<file path="config.mk">
export PLATFORM = sky130hd
export DESIGN_NAME = tick_match_wdog
export DESIGN_NICKNAME = d
export VERILOG_FILES = /design/src/rtl/tmw_pkg.sv /design/src/rtl/tmw_ctrl.sv /design/src/rtl/tmw_datapath.sv /design/src/rtl/tick_match_wdog.sv
export SDC_FILE = /design/constraint.sdc
export NUM_CORES = 1
export LEC_CHECK = 0
export CAP_MARGIN = 10
export CORE_MARGIN = 2
export CORE_UTILIZATION = 46
export DETAILED_ROUTE_END_ITERATION = 8
export DONT_BUFFER_PORTS = 1
export PLACE_DENSITY = 0.64
export SLEW_MARGIN = 15
export SYNTH_ARGS = -nofsm -noshare
export SYNTH_HDL_FRONTEND = slang
export SYNTH_SLANG_ARGS = --single-unit
</file>
<file path="constraint.sdc">
create_clock -name clk -period 3.36 [get_ports clk]
set_input_delay 0.504 -clock clk [delete_from_list [all_inputs] [get_ports clk]]
set_output_delay 0.504 -clock clk [all_outputs]
set_load 0.05 [all_outputs]
</file>
<file path="src/rtl/tmw_pkg.sv">
package tmw_pkg;
  localparam int CH_IDX_W = 3;

  localparam logic [7:0] OFF_CNT_LO  = 8'h00;
  localparam logic [7:0] OFF_CNT_HI  = 8'h04;
  localparam logic [7:0] OFF_MATCH0  = 8'h08;
  localparam logic [7:0] OFF_INT_EN  = 8'h24;
  localparam logic [7:0] OFF_WD_EN   = 8'h28;
  localparam logic [7:0] OFF_STATUS  = 8'h2C;
  localparam logic [7:0] OFF_LATCH   = 8'h30;
  localparam logic [7:0] OFF_SNAP_LO = 8'h34;
  localparam logic [7:0] OFF_SNAP_HI = 8'h38;

  typedef enum logic [3:0] {
    RD_NONE,
    RD_CNT_LO,
    RD_CNT_HI,
    RD_MATCH,
    RD_INT_EN,
    RD_WD_EN,
    RD_STATUS,
    RD_SNAP_LO,
    RD_SNAP_HI
  } rd_sel_e;

  typedef struct packed {
    logic                wrMatch;
    logic [CH_IDX_W-1:0] chSel;
    logic                wrIntEn;
    logic                wrWdEn;
    logic                clrStatus;
    logic                snapCap;
    rd_sel_e             rdSel;
  } ctl_strobe_t;
endpackage

</file>
<file path="src/rtl/tmw_ctrl.sv">
module tmw_ctrl
  import tmw_pkg::*;
#(
  parameter int NUM_CH = 6,
  parameter int ADDR_W = 8
) (
  input  logic [ADDR_W-1:0] busAddr,
  input  logic              busWrEn,
  input  logic              wrBit0,
  output ctl_strobe_t       strb
);
  function automatic logic hitOff(input logic [ADDR_W-1:0] a, input logic [7:0] off);
    return a == ADDR_W'(off);
  endfunction

  always_comb begin
    strb = '0;
    strb.rdSel = RD_NONE;
    for (int n = 0; n < NUM_CH; n++) begin
      if (busAddr == ADDR_W'(int'(OFF_MATCH0) + 4 * n)) begin
        strb.wrMatch = busWrEn;
        strb.chSel   = CH_IDX_W'(n);
        strb.rdSel   = RD_MATCH;
      end
    end
    if (hitOff(busAddr, OFF_CNT_LO))  strb.rdSel = RD_CNT_LO;
    if (hitOff(busAddr, OFF_CNT_HI))  strb.rdSel = RD_CNT_HI;
    if (hitOff(busAddr, OFF_SNAP_LO)) strb.rdSel = RD_SNAP_LO;
    if (hitOff(busAddr, OFF_SNAP_HI)) strb.rdSel = RD_SNAP_HI;
    if (hitOff(busAddr, OFF_INT_EN)) begin
      strb.rdSel   = RD_INT_EN;
      strb.wrIntEn = busWrEn;
    end
    if (hitOff(busAddr, OFF_WD_EN)) begin
      strb.rdSel  = RD_WD_EN;
      strb.wrWdEn = busWrEn;
    end
    if (hitOff(busAddr, OFF_STATUS)) begin
      strb.rdSel     = RD_STATUS;
      strb.clrStatus = busWrEn;
    end
    if (hitOff(busAddr, OFF_LATCH)) begin
      strb.snapCap = busWrEn & wrBit0;
    end
  end
endmodule

</file>
<file path="src/rtl/tmw_datapath.sv">
module tmw_datapath
  import tmw_pkg::*;
#(
  parameter int NUM_CH  = 6,
  parameter int WORD_W  = 32,
  parameter int WDOG_CH = NUM_CH - 1,
  localparam int CNT_W  = 2 * WORD_W
) (
  input  logic              clk,
  input  logic              rstN,
  input  logic              tickEn,
  input  logic [WORD_W-1:0] wrData,
  input  ctl_strobe_t       strb,
  output logic [WORD_W-1:0] rdData,
  output logic [NUM_CH-1:0] irq,
  output logic              wdogRstReq,
  output logic [CNT_W-1:0]  cntVal,
  output logic [NUM_CH-1:0] intEnReg,
  output logic              wdEnReg,
  output logic [NUM_CH-1:0] statusReg
);
  logic [CNT_W-1:0]                cntNext;
  logic [CNT_W-1:0]                snapReg;
  logic [NUM_CH-1:0][WORD_W-1:0]   matchArr;
  logic [NUM_CH-1:0]               hitVec;
  logic [NUM_CH-1:0]               clrMask;

  assign cntNext = cntVal + CNT_W'(1);

  always_ff @(posedge clk) begin
    if (!rstN)       cntVal <= '0;
    else if (tickEn) cntVal <= cntNext;
  end

  for (genvar ch = 0; ch < NUM_CH; ch++) begin : g_chan
    logic [WORD_W-1:0] matchQ;
    always_ff @(posedge clk) begin
      if (!rstN) matchQ <= '0;
      else if (strb.wrMatch && strb.chSel == CH_IDX_W'(ch)) matchQ <= wrData;
    end
    assign matchArr[ch] = matchQ;
    assign hitVec[ch]   = tickEn && (cntNext[WORD_W-1:0] == matchQ);
  end

  assign clrMask = strb.clrStatus ? wrData[NUM_CH-1:0] : '0;

  always_ff @(posedge clk) begin
    if (!rstN) begin
      intEnReg   <= '0;
      wdEnReg    <= 1'b0;
      statusReg  <= '0;
      snapReg    <= '0;
      wdogRstReq <= 1'b0;
    end else begin
      if (strb.wrIntEn) intEnReg <= wrData[NUM_CH-1:0];
      if (strb.wrWdEn)  wdEnReg  <= wrData[0];
      statusReg  <= (statusReg & ~clrMask) | hitVec;
      if (strb.snapCap) snapReg <= cntVal;
      wdogRstReq <= hitVec[WDOG_CH] & wdEnReg & intEnReg[WDOG_CH];
    end
  end

  assign irq = statusReg & intEnReg;

  always_comb begin
    unique case (strb.rdSel)
      RD_CNT_LO:  rdData = cntVal[WORD_W-1:0];
      RD_CNT_HI:  rdData = cntVal[CNT_W-1:WORD_W];
      RD_MATCH:   rdData = matchArr[strb.chSel];
      RD_INT_EN:  rdData = WORD_W'(intEnReg);
      RD_WD_EN:   rdData = WORD_W'(wdEnReg);
      RD_STATUS:  rdData = WORD_W'(statusReg);
      RD_SNAP_LO: rdData = snapReg[WORD_W-1:0];
      RD_SNAP_HI: rdData = snapReg[CNT_W-1:WORD_W];
      default:    rdData = '0;
    endcase
  end
endmodule

</file>
<file path="src/rtl/tick_match_wdog.sv">
module tick_match_wdog
  import tmw_pkg::*;
#(
  parameter int NUM_CH  = 6,
  parameter int WORD_W  = 32,
  parameter int ADDR_W  = 8,
  localparam int WDOG_CH = NUM_CH - 1,
  localparam int CNT_W   = 2 * WORD_W
) (
  input  logic              clk,
  input  logic              rstN,
  input  logic              tickEn,
  input  logic [ADDR_W-1:0] busAddr,
  input  logic              busWrEn,
  input  logic [WORD_W-1:0] busWrData,
  output logic [WORD_W-1:0] busRdData,
  output logic [NUM_CH-1:0] irq,
  output logic              wdogRstReq
);
  ctl_strobe_t       strb;
  logic [CNT_W-1:0]  cntVal;
  logic [NUM_CH-1:0] intEnReg;
  logic              wdEnReg;
  logic [NUM_CH-1:0] statusReg;

  tmw_ctrl #(.NUM_CH(NUM_CH), .ADDR_W(ADDR_W)) u_ctrl (
    .busAddr(busAddr),
    .busWrEn(busWrEn),
    .wrBit0 (busWrData[0]),
    .strb   (strb)
  );

  tmw_datapath #(.NUM_CH(NUM_CH), .WORD_W(WORD_W), .WDOG_CH(WDOG_CH)) u_dp (
    .clk       (clk),
    .rstN      (rstN),
    .tickEn    (tickEn),
    .wrData    (busWrData),
    .strb      (strb),
    .rdData    (busRdData),
    .irq       (irq),
    .wdogRstReq(wdogRstReq),
    .cntVal    (cntVal),
    .intEnReg  (intEnReg),
    .wdEnReg   (wdEnReg),
    .statusReg (statusReg)
  );
endmodule

</file>
; ---- After elaboration in Yosys (flattened, before gate mapping)
; Index checks and enable logic that the tools add are counted.
[totals]
out_inout_bits = 39
regBits = 334
[classes]
muxes = 27
n_eq_ne = 32
n_addsub = 1
n_reduce_logical = 14
bitwise = 7
n_lt_le_gt_ge = 1
[op_table]
columns = cell, count
row1 = $pmux 32 s8, 1
row2 = $eq 32x32->1, 6
row3 = $bmux 32 s3, 1
row4 = $add 64x1->64 const B, 1
row5 = $eq 8x6->1 const B, 6
row6 = $mux 4, 10
row7 = $eq 8x5->1 const B, 4
row8 = $mux 32, 1
row9 = $eq 4x3->1 const B, 4
row10 = $eq 8x4->1 const B, 2
row11 = $mux 2, 8
row12 = $and 6x6->6, 2
row13 = $logic_and 1x1->1, 12
row14 = $eq 4x2->1 const B, 2
row15 = $eq 8x3->1 const B, 1
row16 = $logic_not 8->1, 1
row17 = $eq 3x2->1 const B, 2
row18 = $eq 3x3->1 const B, 2
row19 = $mux 6, 1
row20 = $not 6->6, 1
row21 = $or 6x6->6, 1
row22 = $eq 4x1->1 const B, 1
row23 = $eq 4x4->1 const B, 1
row24 = $lt 3x4->1 const B, 1
row25 = other kinds (5), 10

; ---- Logic depth before layout (Yosys ltp)
[logic_depth]
depth_word = 16
ltp_mapped = 12

; ---- Hierarchy
; From an unflattened synthesis, not the netlist that was laid out.
[unflattened]
cells_unflattened = 2469
hier_area_um2 = 20288.2
[modules_own_cells]
columns = module, cells_each, instances, seq_area_each_um2, area_per_inst_um2
row1 = tmw_datapath, 2433, 1, 6686.4, 20050.5
row2 = tmw_ctrl, 36, 1, 0.0, 237.7

; ---- Least setup slack after synthesis
; Ideal clock, no wire load.
[synth_path]
kind = input to output
from = input busAddr[7]
to = output busRdData[21]
stages = 10
slack_ns = 0.192
arrival_time_ns = 2.664
n_path_buf = 2
path_cell_list = nor3_1 -> o211a_1 -> clkbuf_1 -> nand2_1 -> nand2_1 -> clkbuf_1 -> o22ai_1 -> a31oi_1 -> o211ai_1 -> nand3_1
[synth_via]
elab_chain_cells = 16
[synth_rtl]
columns = item, line
row1 = start: declaration, tick_match_wdog.sv:13  ; input logic [ADDR_W-1:0] busAddr,
row2 = $eq 8x4->1, tmw_ctrl.sv:20  ; if (busAddr == ADDR_W'(int'(OFF_MATCH0) + 4 * n)) begin
row3 = $mux 2 (6 in a row), tmw_ctrl.sv:20
row4 = $mux 2, tmw_ctrl.sv:26  ; if (hitOff(busAddr, OFF_CNT_LO)) strb.rdSel = RD_CNT_LO;
row5 = $mux 2, tmw_ctrl.sv:27  ; if (hitOff(busAddr, OFF_CNT_HI)) strb.rdSel = RD_CNT_HI;
row6 = $mux 3, tmw_ctrl.sv:28  ; if (hitOff(busAddr, OFF_SNAP_LO)) strb.rdSel = RD_SNAP_LO;
row7 = $mux 4, tmw_ctrl.sv:29  ; if (hitOff(busAddr, OFF_SNAP_HI)) strb.rdSel = RD_SNAP_HI;
row8 = $mux 4, tmw_ctrl.sv:30  ; if (hitOff(busAddr, OFF_INT_EN)) begin
row9 = $mux 4, tmw_ctrl.sv:34  ; if (hitOff(busAddr, OFF_WD_EN)) begin
row10 = $mux 4, tmw_ctrl.sv:38  ; if (hitOff(busAddr, OFF_STATUS)) begin
row11 = $eq 4x4->1 (tied with other cells), tmw_datapath.sv:66  ; unique case (strb.rdSel)
row12 = $pmux 32 s8 *, tmw_datapath.sv:66
row13 = end: declaration, tick_match_wdog.sv:16  ; output logic [WORD_W-1:0] busRdData,
; Mark *: on every way between the ends. The rest lies on a longest branch, timed or not. The select of a mux whose other input is x is not followed.

; ---- Final worst setup path
[layout_path]
from = register u_dp.cntVal[16]
to = register u_dp.wdogRstReq
[layout_via]
elab_chain_cells = 5
[layout_rtl]
columns = item, line
row1 = start: declaration, tmw_datapath.sv:17  ; output logic [CNT_W-1:0] cntVal,
row2 = start signal: assignment, tmw_datapath.sv:32  ; else if (tickEn) cntVal <= cntNext;
row3 = $add 64x1->64, tmw_datapath.sv:28  ; assign cntNext = cntVal + CNT_W'(1);
row4 = $eq 32x32->1, tmw_datapath.sv:42  ; assign hitVec[ch] = tickEn && (cntNext[WORD_W-1:0] == matchQ);
row5 = $logic_and 1x1->1, tmw_datapath.sv:42
row6 = $and 1x1->1 (2 in a row), tmw_datapath.sv:59  ; wdogRstReq <= hitVec[WDOG_CH] & wdEnReg & intEnReg[WDOG_CH];
row7 = end signal: assignment, tmw_datapath.sv:59
row8 = end: declaration, tmw_datapath.sv:16  ; output logic wdogRstReq,
; No other way between the ends.
; A chain may end at the register's enable or synchronous reset.

==> run summary <==
R2R depth: 11
cell repeated most along the worst path: buf_4
CTS Root Cell: clkbuf_16
largest cells by area after synthesis: dfxtp_1 33%, nand2_1 14%, a21boi_0 10%
full die area: 0.0451 mm2
share of post-route cells with drive strength above 1: 0.122
kind of critical path: reg -> reg
Die Height: 212 um
DRT antenna net count: 0
P&R area growth vs syn: 17.3%
number of synthesized flops with an enable pin: 0
Worst Max-Slew Pin Slew: 1.16 ns
CTS tree: built
vias in the first global route: 19100
CP endpoint: u_dp.wdogRstReq
Worst setup EP type: flip-flop
YS warnings: 0
Max Clock Freq: 306 MHz
Mapped Area: 0.0200 mm2
Slowest-stage cell, CP: or4_4
Placement Setup Slack: -0.0807 ns
Seq cells post-synth: 334
Post-CTS Setup Bufs: 0
Worst-Skew Late Latency: 0.59 ns
Post-synth ARST share: 0
PwrDens: 369 mW/mm2
H-tree Lvls: 2
Final period util: 0.973
CP peak stage delay: 0.45 ns
drt pass-1 iters: 5
global-route wire length before repair: 131 mm
Final Slew Violations: 0
clk sink count: 334
GRT Total Usage: 0.400
Peak supply drop: 0.455 mV
# fillers: 4129
I/O pin count: 83
post-DR wirelength/cell: 27.5 um
Max-cap violations: 0
RR Endpoint: u_dp.wdogRstReq
Commonest cells post-synth: 728 x nand2_1, 334 x dfxtp_1, 265 x a21boi_0, 175 x xnor2_1, 165 x clkbuf_1
final WL: 90.6 mm
Max Buffers Root-to-Sink: 3
Critical Path RT: 3.86 ns
crit start category: flip-flop
initial antenna violation count: 4
Net Count, Synth: 2679
Area after DPL: 0.0220 mm2
crit path DAT: 3.77 ns
Starting Density: 0.465
Synth cell types: 81
ys flop type: dfxtp_1
Crit Path Max Fanout: 8
vias per cell: 6.23
post-route minimum period: 3.27 ns
final setup violation count: 0
biggest area consumer among synthesized cells: dfxtp_1
Finished Cell Area: 0.0234 mm2
CTS Buf Count: 40
mean post-synth cell area: 7.58 um2
Fin. Hold Viols: 0
most frequent cell after synthesis: nand2_1
routability cong.: 1.05
HPWL after detailed placement: 67.6 mm
R2R setup slack: 0.09 ns
critical path cell sequence: buf_4, and4_1, nand4_1, o21ai_1, buf_4, nor2_1, nor4_1, buf_4, nand4_1, or4_4, nor3_2
pin count of the biggest net entering global routing: 335
clock-pin transition on the worst setup and hold timing paths: 0.07 ns
RSZ-0062 raised after global routing: yes
Synth top area share: 0.335
core box area: 0.0430 mm2
DR DRC count: 0
Relative slew margins: 0.224
Die W: 212 um
status: finished, final reports clean
Synth Instances: 2634
Core Rows: 76
PortBufs: 0
Crit Reg-Reg Startpoint: u_dp.cntVal[16]
Nets: 2730
type of the tightest min-delay check: in -> reg
total grt overflow: 0
CP Launch Point: u_dp.cntVal[16]
leakage: 7.78 nW
vias: 20600
sequential fraction of the synthesis area: 0.335
Iter 0 DRT Violations: 2806
Final WS setup: 0.0892 ns
Max Clock Skew: 0.0426 ns
==> per-layer routing <==
metal / wire length [um] / vias to the layer above / GRT usage
met5: 24 / - / 0
met4: 3450 / 4 / 0.143
met3: 9610 / 196 / 0.0833
met2: 39200 / 1152 / 0.611
met1: 38300 / 9990 / 0.556
li1: - / 9214 / -
==> flip-flops by register name (all words and copies together) (netlist names) <==
register            flops
u_dp.cntVal            64
u_dp.g_chan.matchQ    192
u_dp.intEnReg           6
u_dp.snapReg           64
u_dp.statusReg          6
u_dp.wdEnReg            1
u_dp.wdogRstReq         1
==> stage by stage <==
| stage | TNS, ns | power [mW] | util | instances | hold slack (ns) |
|---|---|---|---|---|---|
| final | 0 | 8.66 | 0.545 | 3299 | 0.0547 |
| after global routing | -0.0189 | 8.84 | 0.545 | 3298 | 0.0624 |
| after CTS | 0 | 8.68 | 0.544 | 3298 | 0.0399 |
| after detailed placement | -0.279 | 4.26 | 0.513 | 3228 | 0.456 |
| after global placement | -0.0364 | 4.25 | 0.513 | 3228 | 0.449 |
| after floorplan | 0 | 4.25 | - | 2634 | 0.443 |
==> cells in the final DEF, fill, tap and decap left out, types with 19 or more instances in the layout <==
master     netlist  routed
and2_1          60      59
a22oi_1         53      53
xnor2_1        175     174
buf_4           12     172
nor2_1          68      63
a21oi_1         28      28
o21ai_0         40      39
nand4_1         44      44
clkbuf_16        0      41
nor3_1          41      36
buf_12           0      42
inv_1           21      21
o211ai_1        45      45
a21boi_0       265     265
a31oi_1         38      37
nand3_1        130     130
nand2_1        728     727
xor2_1          85      84
o22ai_1         36      36
nor2b_1         19      19
dfxtp_1        334     333
==> layout make-up <==
cell class | instances | area, um2 | area share
Multi-Input combinational cell | 2074 | 12500 | 0.532
Tap cell | 585 | 732 | 0.0312
Antenna cell | 1 | 2.50 | 0.000107
Sequential cell | 334 | 6690 | 0.285
Clock buffer | 57 | 1180 | 0.0502
Clock inverter | 13 | 164 | 0.00699
Timing Repair Buffer | 214 | 2130 | 0.0910
Inverter | 21 | 78.8 | 0.00336
==> cells by family after synthesis <==
group | synth area share
AO/OA/AOI/OAI | 0.216
XOR/XNOR | 0.118
adder cells (fa/ha/maj) | 0.000626
buffers and inverters | 0.0466
flip-flops | 0.335
multiplexers | 0.00407
AND/OR/NAND/NOR | 0.280
==> power by group <==
part	internal (mW)	switching, mW	total (mW)
clock network	2.67	1.81	4.48
logic	0.0946	0.0885	0.183
registers	3.97	0.0218	3.99
==> timing repair <==
item | CTS | global route
pin swaps | 0 | 0
hold buffers | 0 | 0
resized for setup | 1 | 11
setup endpoints to repair | 5 | 10
==> worst max-delay path, delay by kind of cell, from the launching register on <==
family / cells / cell delay (ns)
and+or+nand+nor: 7 / 1.86
DFF: 1 / 0.41
buffers and inverters: 3 / 0.58
AOI/OAI and AO/OA: 1 / 0.37
==> worst min path at each step <==
| stage | endpoint | start | depth (start not counted) | slack [ns] |
|---|---|---|---|---|
| 3_5_place_dp | u_dp.snapReg[0] | u_dp.snapReg[0] | 2 | 0.46 |
| 5_1_grt | u_dp.g_chan[0].matchQ[10] | busWrData[10] | 2 | 0.06 |
| 3_3_place_gp | u_dp.snapReg[42] | u_dp.snapReg[42] | 2 | 0.45 |
| 4_1_cts | u_dp.g_chan[1].matchQ[0] | busWrData[0] | 2 | 0.04 |
| 6_report | u_dp.g_chan[1].matchQ[0] | busWrData[0] | 2 | 0.05 |
| 2_1_floorplan | u_dp.snapReg[3] | u_dp.snapReg[3] | 2 | 0.44 |
(Power assumes the default switching activity.)
